`src/rtl/crl_pkg.sv`:
```
package crl_pkg;
  parameter int CR_W  = 32;
  parameter int FLD_W = 4;
  parameter int IMM_W = 16;
  localparam int NUM_FLD = CR_W / FLD_W;
  localparam int FSEL_W  = $clog2(NUM_FLD);
  localparam int IDX_W   = $clog2(CR_W);

  typedef enum logic [3:0] {
    OP_IDLE   = 4'd0,
    OP_CMPS   = 4'd1,
    OP_CMPU   = 4'd2,
    OP_CMPSI  = 4'd3,
    OP_CMPUI  = 4'd4,
    OP_FCOPY  = 4'd5,
    OP_MMOVE  = 4'd6,
    OP_READ   = 4'd7,
    OP_BAND   = 4'd8,
    OP_BOR    = 4'd9,
    OP_BNAND  = 4'd10,
    OP_BXOR   = 4'd11,
    OP_BNOR   = 4'd12,
    OP_BEQV   = 4'd13,
    OP_BANDC  = 4'd14,
    OP_BORC   = 4'd15
  } crOpE;

  typedef enum logic [2:0] {
    FN_AND = 3'd0, FN_OR = 3'd1, FN_NAND = 3'd2, FN_XOR = 3'd3,
    FN_NOR = 3'd4, FN_EQV = 3'd5, FN_ANDC = 3'd6, FN_ORC = 3'd7
  } boolFnE;

  typedef struct packed {
    logic   doCmp;
    logic   cmpSigned;
    logic   cmpImm;
    logic   doBool;
    boolFnE boolFn;
    logic   doCopy;
    logic   doMove;
    logic   doRead;
  } crStrobeS;
endpackage

```
`src/rtl/crl_ctrl.sv`:
```
module crl_ctrl
  import crl_pkg::*;
(
  input  logic       clk,
  input  logic       rstN,
  input  logic [3:0] opCode,
  output crStrobeS   strobe
);
  always_comb begin
    strobe = '0;
    strobe.boolFn = boolFnE'(opCode[2:0]);
    if (opCode[3]) begin
      strobe.doBool = 1'b1;
    end else begin
      case (opCode)
        OP_CMPS:  begin strobe.doCmp = 1'b1; strobe.cmpSigned = 1'b1; end
        OP_CMPU:  strobe.doCmp = 1'b1;
        OP_CMPSI: begin strobe.doCmp = 1'b1; strobe.cmpSigned = 1'b1; strobe.cmpImm = 1'b1; end
        OP_CMPUI: begin strobe.doCmp = 1'b1; strobe.cmpImm = 1'b1; end
        OP_FCOPY: strobe.doCopy = 1'b1;
        OP_MMOVE: strobe.doMove = 1'b1;
        OP_READ:  strobe.doRead = 1'b1;
        default:  ;
      endcase
    end
  end

  // at most one operation class is active per cycle
  strobe_excl_chk: assert property (@(posedge clk) disable iff (!rstN)
    $onehot0({strobe.doCmp, strobe.doBool, strobe.doCopy, strobe.doMove, strobe.doRead}));
endmodule

```
`src/rtl/crl_dpath.sv`:
```
module crl_dpath
  import crl_pkg::*;
#(
  parameter int DW = CR_W,
  parameter int IW = IMM_W,
  localparam int NF = DW / FLD_W,
  localparam int FW = $clog2(NF),
  localparam int BW = $clog2(DW)
)(
  input  logic          clk,
  input  logic          rstN,
  input  crStrobeS      strobe,
  input  logic [DW-1:0] srcA,
  input  logic [DW-1:0] srcB,
  input  logic [IW-1:0] imm,
  input  logic [FW-1:0] dstField,
  input  logic [FW-1:0] srcField,
  input  logic [BW-1:0] bitA,
  input  logic [BW-1:0] bitB,
  input  logic [BW-1:0] bitT,
  input  logic [NF-1:0] fieldMask,
  input  logic          sumOvf,
  output logic [DW-1:0] crQ,
  output logic [DW-1:0] rdQ
);
  function automatic logic [FLD_W-1:0] nibAt(logic [DW-1:0] v, logic [FW-1:0] f);
    return v[DW-1-FLD_W*f -: FLD_W];
  endfunction

  logic [DW-1:0]    opB, crNext, moveBits;
  logic             isLt, isEq, isGt;
  logic [FLD_W-1:0] cmpNib, wrNib;
  logic [BW-1:0]    posA, posB, posT;
  logic             boolRes;

  // compare
  always_comb begin
    if (!strobe.cmpImm)        opB = srcB;
    else if (strobe.cmpSigned) opB = {{(DW-IW){imm[IW-1]}}, imm};
    else                       opB = {{(DW-IW){1'b0}}, imm};
    isEq = (srcA == opB);
    isLt = strobe.cmpSigned ? ($signed(srcA) < $signed(opB)) : (srcA < opB);
    isGt = !isLt && !isEq;
    cmpNib = {isLt, isGt, isEq, sumOvf};
  end

  // boolean bit op
  always_comb begin
    posA = BW'(DW-1) - bitA;
    posB = BW'(DW-1) - bitB;
    posT = BW'(DW-1) - bitT;
    case (strobe.boolFn)
      FN_AND:  boolRes = crQ[posA] & crQ[posB];
      FN_OR:   boolRes = crQ[posA] | crQ[posB];
      FN_NAND: boolRes = ~(crQ[posA] & crQ[posB]);
      FN_XOR:  boolRes = crQ[posA] ^ crQ[posB];
      FN_NOR:  boolRes = ~(crQ[posA] | crQ[posB]);
      FN_EQV:  boolRes = ~(crQ[posA] ^ crQ[posB]);
      FN_ANDC: boolRes = crQ[posA] & ~crQ[posB];
      default: boolRes = crQ[posA] | ~crQ[posB];
    endcase
  end

  // mask expansion
  for (genvar i = 0; i < NF; i++) begin : g_mask
    assign moveBits[FLD_W*i +: FLD_W] = {FLD_W{fieldMask[i]}};
  end

  // next-state select
  always_comb begin
    crNext = crQ;
    wrNib  = strobe.doCopy ? nibAt(crQ, srcField) : cmpNib;
    if (strobe.doCmp || strobe.doCopy) begin
      for (int f = 0; f < NF; f++) begin
        if (dstField == FW'(f)) crNext[DW-1-FLD_W*f -: FLD_W] = wrNib;
      end
    end else if (strobe.doBool) begin
      crNext[posT] = boolRes;
    end else if (strobe.doMove) begin
      crNext = (srcA & moveBits) | (crQ & ~moveBits);
    end
  end

  always_ff @(posedge clk) begin
    if (!rstN) begin
      crQ <= '0;
      rdQ <= '0;
    end else begin
      crQ <= crNext;
      if (strobe.doRead) rdQ <= crQ;
    end
  end


  cmp_onehot_chk: assert property (@(posedge clk) disable iff (!rstN)
    strobe.doCmp |=> $countones(nibAt(crQ, $past(dstField)) & 4'hE) == 1);

  cmp_so_chk: assert property (@(posedge clk) disable iff (!rstN)
    strobe.doCmp |=> (nibAt(crQ, $past(dstField)) & 4'h1) == {3'b000, $past(sumOvf)});

  bool_single_bit_chk: assert property (@(posedge clk) disable iff (!rstN)
    strobe.doBool |=> ((crQ ^ $past(crQ)) & ~({{(DW-1){1'b0}}, 1'b1} << (DW-1-$past(bitT)))) == '0);

  move_keep_chk: assert property (@(posedge clk) disable iff (!rstN)
    strobe.doMove |=> ((crQ ^ $past(crQ)) & ~$past(moveBits)) == '0);

  read_chk: assert property (@(posedge clk) disable iff (!rstN)
    strobe.doRead |=> (rdQ == $past(crQ)) && $stable(crQ));

  idle_chk: assert property (@(posedge clk) disable iff (!rstN)
    (strobe == crStrobeS'({strobe.boolFn, 4'b0} << 4)) |=> $stable(crQ) && $stable(rdQ));
endmodule

```
`src/rtl/crl_unit.sv`:
```
module crl_unit
  import crl_pkg::*;
(
  input  logic        clk,
  input  logic        rstN,
  input  logic [3:0]  opCode,
  input  logic [31:0] srcA,
  input  logic [31:0] srcB,
  input  logic [15:0] imm16,
  input  logic [2:0]  dstField,
  input  logic [2:0]  srcField,
  input  logic [4:0]  bitA,
  input  logic [4:0]  bitB,
  input  logic [4:0]  bitT,
  input  logic [7:0]  fieldMask,
  input  logic        sumOvf,
  output logic [31:0] crOut,
  output logic [31:0] readData
);
  crStrobeS strobe;

  crl_ctrl u_ctrl (
    .clk(clk), .rstN(rstN), .opCode(opCode), .strobe(strobe)
  );

  crl_dpath #(.DW(32), .IW(16)) u_dpath (
    .clk(clk), .rstN(rstN), .strobe(strobe),
    .srcA(srcA), .srcB(srcB), .imm(imm16),
    .dstField(dstField), .srcField(srcField),
    .bitA(bitA), .bitB(bitB), .bitT(bitT),
    .fieldMask(fieldMask), .sumOvf(sumOvf),
    .crQ(crOut), .rdQ(readData)
  );
endmodule

```
`config.mk`:
```
export PLATFORM = sky130hd
export DESIGN_NAME = crl_unit
export DESIGN_NICKNAME = d
export VERILOG_FILES = /design/src/rtl/crl_pkg.sv /design/src/rtl/crl_ctrl.sv /design/src/rtl/crl_dpath.sv /design/src/rtl/crl_unit.sv
export SDC_FILE = /design/constraint.sdc
export NUM_CORES = 1
export LEC_CHECK = 0
export ABC_AREA = 1
export BUFFER_PORTS_ARGS = -buffer_cell sky130_fd_sc_hd__buf_2
export CORE_MARGIN = 1.5
export CORE_UTILIZATION = 52
export DETAILED_ROUTE_END_ITERATION = 6
export PLACE_DENSITY = 0.81
export SETUP_SLACK_MARGIN = 0.5
export SYNTH_ARGS = -nofsm -noshare
export SYNTH_HDL_FRONTEND = slang
export SYNTH_SLANG_ARGS = --single-unit
```
`constraint.sdc`:
```
create_clock -name clk -period 4.05 [get_ports clk]
set_input_delay 0.81 -clock clk [delete_from_list [all_inputs] [get_ports clk]]
set_output_delay 0.81 -clock clk [all_outputs]
set_load 0.03 [all_outputs]
```
==> results of run 1 <==
-- worst min path at each step --
stage               slack [ns]                      endpoint                          from  cells past startpoint
floorplan                 0.62  u_dpath.rdQ[12]$_SDFFE_PN0P_                     flip-flop                      2
global placement          0.49   u_dpath.rdQ[6]$_SDFFE_PN0P_   u_dpath.rdQ[6]$_SDFFE_PN0P_                      2
detailed placement        0.50  u_dpath.rdQ[23]$_SDFFE_PN0P_  u_dpath.rdQ[23]$_SDFFE_PN0P_                      2
CTS                       0.52  u_dpath.rdQ[23]$_SDFFE_PN0P_  u_dpath.rdQ[23]$_SDFFE_PN0P_                      2
global route              0.54   u_dpath.rdQ[3]$_SDFFE_PN0P_   u_dpath.rdQ[3]$_SDFFE_PN0P_                      2
finish                    0.51  u_dpath.rdQ[23]$_SDFFE_PN0P_  u_dpath.rdQ[23]$_SDFFE_PN0P_                      2
-- power by group through the flow --
stage          combinational (uW)  sequential, uW  clock [uW]
2_1_floorplan                 351             783           0
3_3_place_gp                  635             731           0
3_5_place_dp                  644             730           0
4_1_cts                       647             716         552
5_1_grt                       742             721         573
6_report                      670             718         548
-- metal layers --
metal / vias to the layer above / part of all wire (%)
li1: 3484 / -
met1: 3184 / 42
met2: 337 / 45
met3: 78 / 8.7
met4: 0 / 4.2
met5: - / 0
-- area by class of cell --
class / instances / area share, %
Tap cell: 136 / 2.47
Inverter: 79 / 4.42
Clock buffer: 10 / 1.85
Sequential cell: 64 / 18.6
Multi-Input combinational cell: 738 / 56.4
Timing Repair Buffer: 193 / 15.2
Clock inverter: 6 / 0.872
Timing Repair inverter: 2 / 0.218
-- Yosys cell counts (2+ instances only) --
cell / instances
a32oi_1: 2
a21o_1: 3
nand3_1: 47
dfxtp_1: 64
a211oi_1: 2
nor2_1: 161
o311ai_0: 3
o211ai_1: 13
nand4_1: 3
o22ai_1: 7
o21ai_1: 2
nor3_1: 12
ha_1: 36
o21ai_0: 157
clkbuf_1: 35
o31ai_1: 10
a21oi_1: 86
a31oi_1: 8
o21a_1: 2
nor2_2: 3
mux2i_1: 14
a21boi_0: 13
or2_2: 4
nand2_1: 140
inv_1: 74
o21ai_2: 3
inv_2: 3
clkinv_1: 2
buf_2: 7
-- through the flow --
step | cell area, um^2 | hold slack [ns] | util (%) | total power [uW] | setup WS (ns)
after floorplan | 5600 | 0.615 | - | 1130 | 0.588
after global placement | 6620 | 0.492 | 63.9 | 1370 | 0.276
after detailed placement | 6620 | 0.496 | 63.9 | 1370 | 0.206
after CTS | 6810 | 0.518 | 65.7 | 1920 | 0.561
after global routing | 6880 | 0.538 | 66.4 | 2040 | 0.503
final | 6880 | 0.511 | 66.4 | 1940 | 0.779
-- worst register-to-register path: cells and delay by family (launching register included) --
family / cells / cell delay [ns]
AO/OA/AOI/OAI: 10 / 1.42
flip-flops: 1 / 0.48
buffers and inverters: 4 / 0.44
adder cells (fa/ha/maj): 1 / 0.31
AND/OR/NAND/NOR: 3 / 0.24
-- cell usage in the layout (no fill, tap or decap), drive strengths merged, types with 10 or more instances in the layout --
cell type / count
inv: 76
buf: 191
mux2i: 14
o211ai: 13
o21ai: 162
nor3: 12
a21boi: 13
nand2: 141
clkbuf: 12
o31ai: 10
nor2: 165
a21oi: 86
nand3: 47
dfxtp: 64
ha: 36
-- cells by family (layout without fill, tap and decap cells) --
group                    after synthesis  count (layout)  share of synthesized area (%)
AND/OR/NAND/NOR                      374             374                           27.1
AO/OA/AOI/OAI                        313             313                           30.9
buffers and inverters                122             290                           8.33
flip-flops                            64              64                           22.9
adder cells (fa/ha/maj)               36              36                           8.04
multiplexers                          15              15                           2.70
-- timing repair --
action | CTS | global route
endpoints found under the setup margin | 0 | 32
hold endpoints to repair | 0 | 0
gates resized for setup | 0 | 14
==> flow_summary.toml, run 1 <==
[layout]
drive_above_1_share_pct = 21.6
multiInputGateArea_um2 = 3880
antenna_cells = 0
seq_area_um2 = 1280
nets = 1239
fillers = 1024
syn2layout_area_growth_pct = 22.9
final_cells = 1228

[critical_path]
slowest_stage = "ha_1"
endpoint_kind = "flip-flop"
crit_fanout = 32
startpoint = "bitA[0]"
cp_common_cell = "o21ai_0"
slowest_delay_ns = 0.31
cp.required_ns = 4.32
critPathBufInv = 5
cp.arrival_ns = 3.54
critical_path_depth = 19
worstSetupPathType = "in -> reg"
crit_chain = "clkbuf_4 -> clkinvlp_4 -> o21ai_0 -> a21oi_1 -> o21ai_0 -> nand3_1 -> o31ai_1 -> inv_1 -> o21ai_2 -> inv_1 -> ha_1 -> o21ai_0 -> a21oi_1 -> nand2_1 -> nand2_1 -> buf_12 -> o21ai_0 -> a21boi_0 -> a21oi_1"
r2r_slack_ns = 1.06
r2r_cells = 18
startpoint_type = "input pin"
critical-path-top-delay-family = "compound AO/OA/AOI/OAI gates"

[clocking]
cts-hold-fix-buffers = 0
clockRootBuffer = "clkbuf_8"
post-cts-setup-buffers = 0
cts_tree = "built"
clock_sinks = 64
clock_latency_ns = 0.36
clk_path_buf_depth = 2
clkTransAtPathRegs_ns = 0.07
h-tree-depth = 3
cts_buffers = 9

[drt]
vias = 7083
drtPass1Iterations = 5
wl_mm = 20.0
first_iter_violations = 566
vias_per_cell = 5.77
route.detailed.drc = 0
routedWlPerCell_um = 16.3
ant_nets = 0

[die]
row_count = 37
start_util_pct = 54.0
chipWidth_um = 107
dieArea_um2 = 11400
die_y_um = 107
io_pins = 180
placeableCoreArea_um2 = 10400

[pwr]
power_leakage_uw = 0.00322
seq_power_share_pct = 37.1
pwr-share-comb_pct = 34.6
p_clk_share_pct = 28.3
power_density_nw_per_um2 = 281
p_sw_share_pct = 39.0
power_switching_uw = 756
p_int_uw = 1180
vdd_drop_max_uv = 187

[placement]
hpwlAfterDp_mm = 15.0
port_buffers = 179
dp.cells = 1209
place_congestion = 0.996

[logic_synthesis]
syn-num-nets = 1076
synthCells = 924
synthArstFlopShare_pct = 0
synth.area.top_cells = "dfxtp_1 (23%), o21ai_0 (14%), nor2_1 (11%)"
synth_enable_flop_cells = 0
yosysWarningCount = 0
synth_top_area_share_pct = 22.9
synth_ff_type = "dfxtp_1"
yosys.area.top_type = "dfxtp_1"
ys_ff_latch = 64
netlist_area_um2 = 5600
synth_cell_type_count = 37
synth-seq-area-share_pct = 22.9
syn-mean-instance-area_um2 = 6.06

[outcome]
status = "finished clean"

[global_routing]
grt-ovfl-total = 0
grt.met3_usage_pct = 6.08
met2_usage_pct = 55.4
antenna_found_initial = 0
grt_first_pass_wirelength_mm = 31.3
use_met1_pct = 44.4
busiest_layer = "met2"
track_usage_pct = 34.7
grt_pass1_vias = 6576
grt_max_degree = 68

[sta]
min_period_ns = 3.27
timing.setup.tns_ns = 0
rsz0062_at_grt = "no"
fin_worst_skew_ns = 0.0140
worstMarginPinSlew_ns = 1.03
setup_violations = 0
period_share_pct = 80.8
slew-limit-headroom_pct = 31.4
max_freq_ghz = 0.306
finalMaxSlewViolations = 0
hold_viol = 0

[flow_run]
drv_cap = 0

[min_path]
hp-class = "reg -> reg"
Note: power is estimated with default switching activity, not from simulation.
==> run 2: changes to the inputs <==
==> constraint.sdc (replaced) <==
create_clock -name clk -period 3.3 [get_ports clk]
set_input_delay 0.66 -clock clk [delete_from_list [all_inputs] [get_ports clk]]
set_output_delay 0.66 -clock clk [all_outputs]
set_load 0.03 [all_outputs]
==> flow_summary.toml, run 2 (synthesis gave the netlist of run 1 again) <==
[layout]
antenna_cells = 0
syn2layout_area_growth_pct = 42.0
layout.cells.most_common = "buf_2"
fillers = 836
multiInputGateArea_um2 = 4280
finish.utilization_pct = 76.7
seq_area_um2 = 1300
drive_above_1_share_pct = 33.1
final_cell_mix = "buf_2 (172), nor2_1 (153), nand2_1 (127)"
postLayoutCellArea_um2 = 7960
nets = 1278

[critical_path]
startpoint = "bitB[0]"
crit_fanout = 7
cp.arrival_ns = 3.27
cp.required_ns = 3.60
startpoint_type = "input pin"
worstSetupPathType = "in -> reg"
r2r_slack_ns = 0.40
endpoint_kind = "flip-flop"

[sta]
worstMarginPinSlew_ns = 1.01
slew-limit-headroom_pct = 32.4
setup_violations = 0
min_period_ns = 2.97
timing.setup.tns_ns = 0
finalMaxSlewViolations = 0
finalHoldWorstSlack_ns = 0.517
max_freq_ghz = 0.337
fin_worst_skew_ns = 0.0155
period_share_pct = 90.1
hold_viol = 0
rsz0062_at_grt = "yes"

[global_routing]
grt-ovfl-total = 0
grt_pass1_vias = 6725
grt.met3_usage_pct = 5.35
track_usage_pct = 36.8
met2_usage_pct = 60.9
antenna_found_initial = 0
use_met1_pct = 48.1
grt_max_degree = 68
busiest_layer = "met2"
grt_first_pass_wirelength_mm = 33.4

[drt]
ant_nets = 0
drtPass1Iterations = 6
route.detailed.drc = 0
vias = 7704
first_iter_violations = 1000
routedWlPerCell_um = 17.5
vias_per_cell = 6.08
wl_mm = 22.2

[die]
dieArea_um2 = 11400
die_y_um = 107
chipWidth_um = 107
start_util_pct = 54.0
placeableCoreArea_um2 = 10400
io_pins = 180
row_count = 37

[flow_run]
drv_cap = 0

[clocking]
clockRootBuffer = "clkbuf_8"
clkTransAtPathRegs_ns = 0.09
cts_tree = "built"
clock_latency_ns = 0.36
cts_buffers = 9
clock_sinks = 64
cts-hold-fix-buffers = 0
h-tree-depth = 3
clk_path_buf_depth = 2

[pwr]
p_clk_share_pct = 31.1
fin_total_pwr_uw = 2830
power_leakage_uw = 0.00364
p_sw_share_pct = 37.6
pwr-share-comb_pct = 38.1
power_switching_uw = 1060
power_density_nw_per_um2 = 355
p_int_uw = 1770
vdd_drop_max_uv = 270
seq_power_share_pct = 30.8

[min_path]
min_from = "u_dpath.rdQ[25]$_SDFFE_PN0P_"
hp-class = "reg -> reg"

[placement]
port_buffers = 179
place_congestion = 0.942
placed_area_um2 = 6840
hpwlAfterDp_mm = 14.9

[outcome]
status = "finished clean"
run 2: power by group through the flow:
stage | clock, uW | sequential (uW) | combinational (uW)
2_1_floorplan | 0 | 960 | 467
3_3_place_gp | 0 | 886 | 830
3_5_place_dp | 0 | 885 | 845
4_1_cts | 873 | 868 | 931
5_1_grt | 905 | 876 | 1160
6_report | 879 | 873 | 1080
run 2: path summary, 6_finish.rpt:
| kind | endpoint | depth (start not counted) |
|---|---|---|
| worst min register to register | u_dpath.rdQ[25]$_SDFFE_PN0P_ | 2 |
| worst max-delay path | flip-flop | 17 |
| worst min-delay path | u_dpath.rdQ[25]$_SDFFE_PN0P_ | 2 |
| worst max register to register | flip-flop | 16 |
run 2: repair_timing:
action,4_1_cts,5_1_grt
setup buffers,7,7
pin swaps,20,38
endpoints found under the setup margin,32,32
gates cloned,6,4
gates resized for setup,62,125
run 2: metal layers:
layer	vias to the layer above	wire length, um
li1	3583	-
met1	3509	8510
met2	520	10400
met3	92	2380
met4	0	918
met5	-	0
run 2: cell type report:
cell class,count,share of cell area [%]
Multi-Input combinational cell,738,53.8
Sequential cell,64,16.3
Inverter,79,4.17
Clock buffer,10,1.73
Timing Repair inverter,2,0.157
Timing Repair Buffer,232,20.3
Clock inverter,6,1.45
Tap cell,136,2.14
run 2: critical path: stages:
cell and delay [ns]:
buf_12 0.13, clkbuf_16 0.15, o211ai_1 0.20, a21oi_1 0.12
o31ai_1 0.29, inv_1 0.12, o21ai_2 0.18, inv_2 0.09
ha_4 0.18, o22ai_2 0.18, o21ai_1 0.09, nand2_1 0.11
nand2_4 0.15, buf_12 0.18, o21ai_1 0.19, a21oi_1 0.11
a21oi_2 0.14
run 2: stage by stage:
| step | setup WS, ns | cells |
|---|---|---|
| final | 0.328 | 1267 |
| after global routing | 0.247 | 1267 |
| after CTS | 0.467 | 1256 |
| after detailed placement | -0.121 | 1227 |
| after global placement | -0.0635 | 1227 |
| after floorplan | 0.370 | 924 |
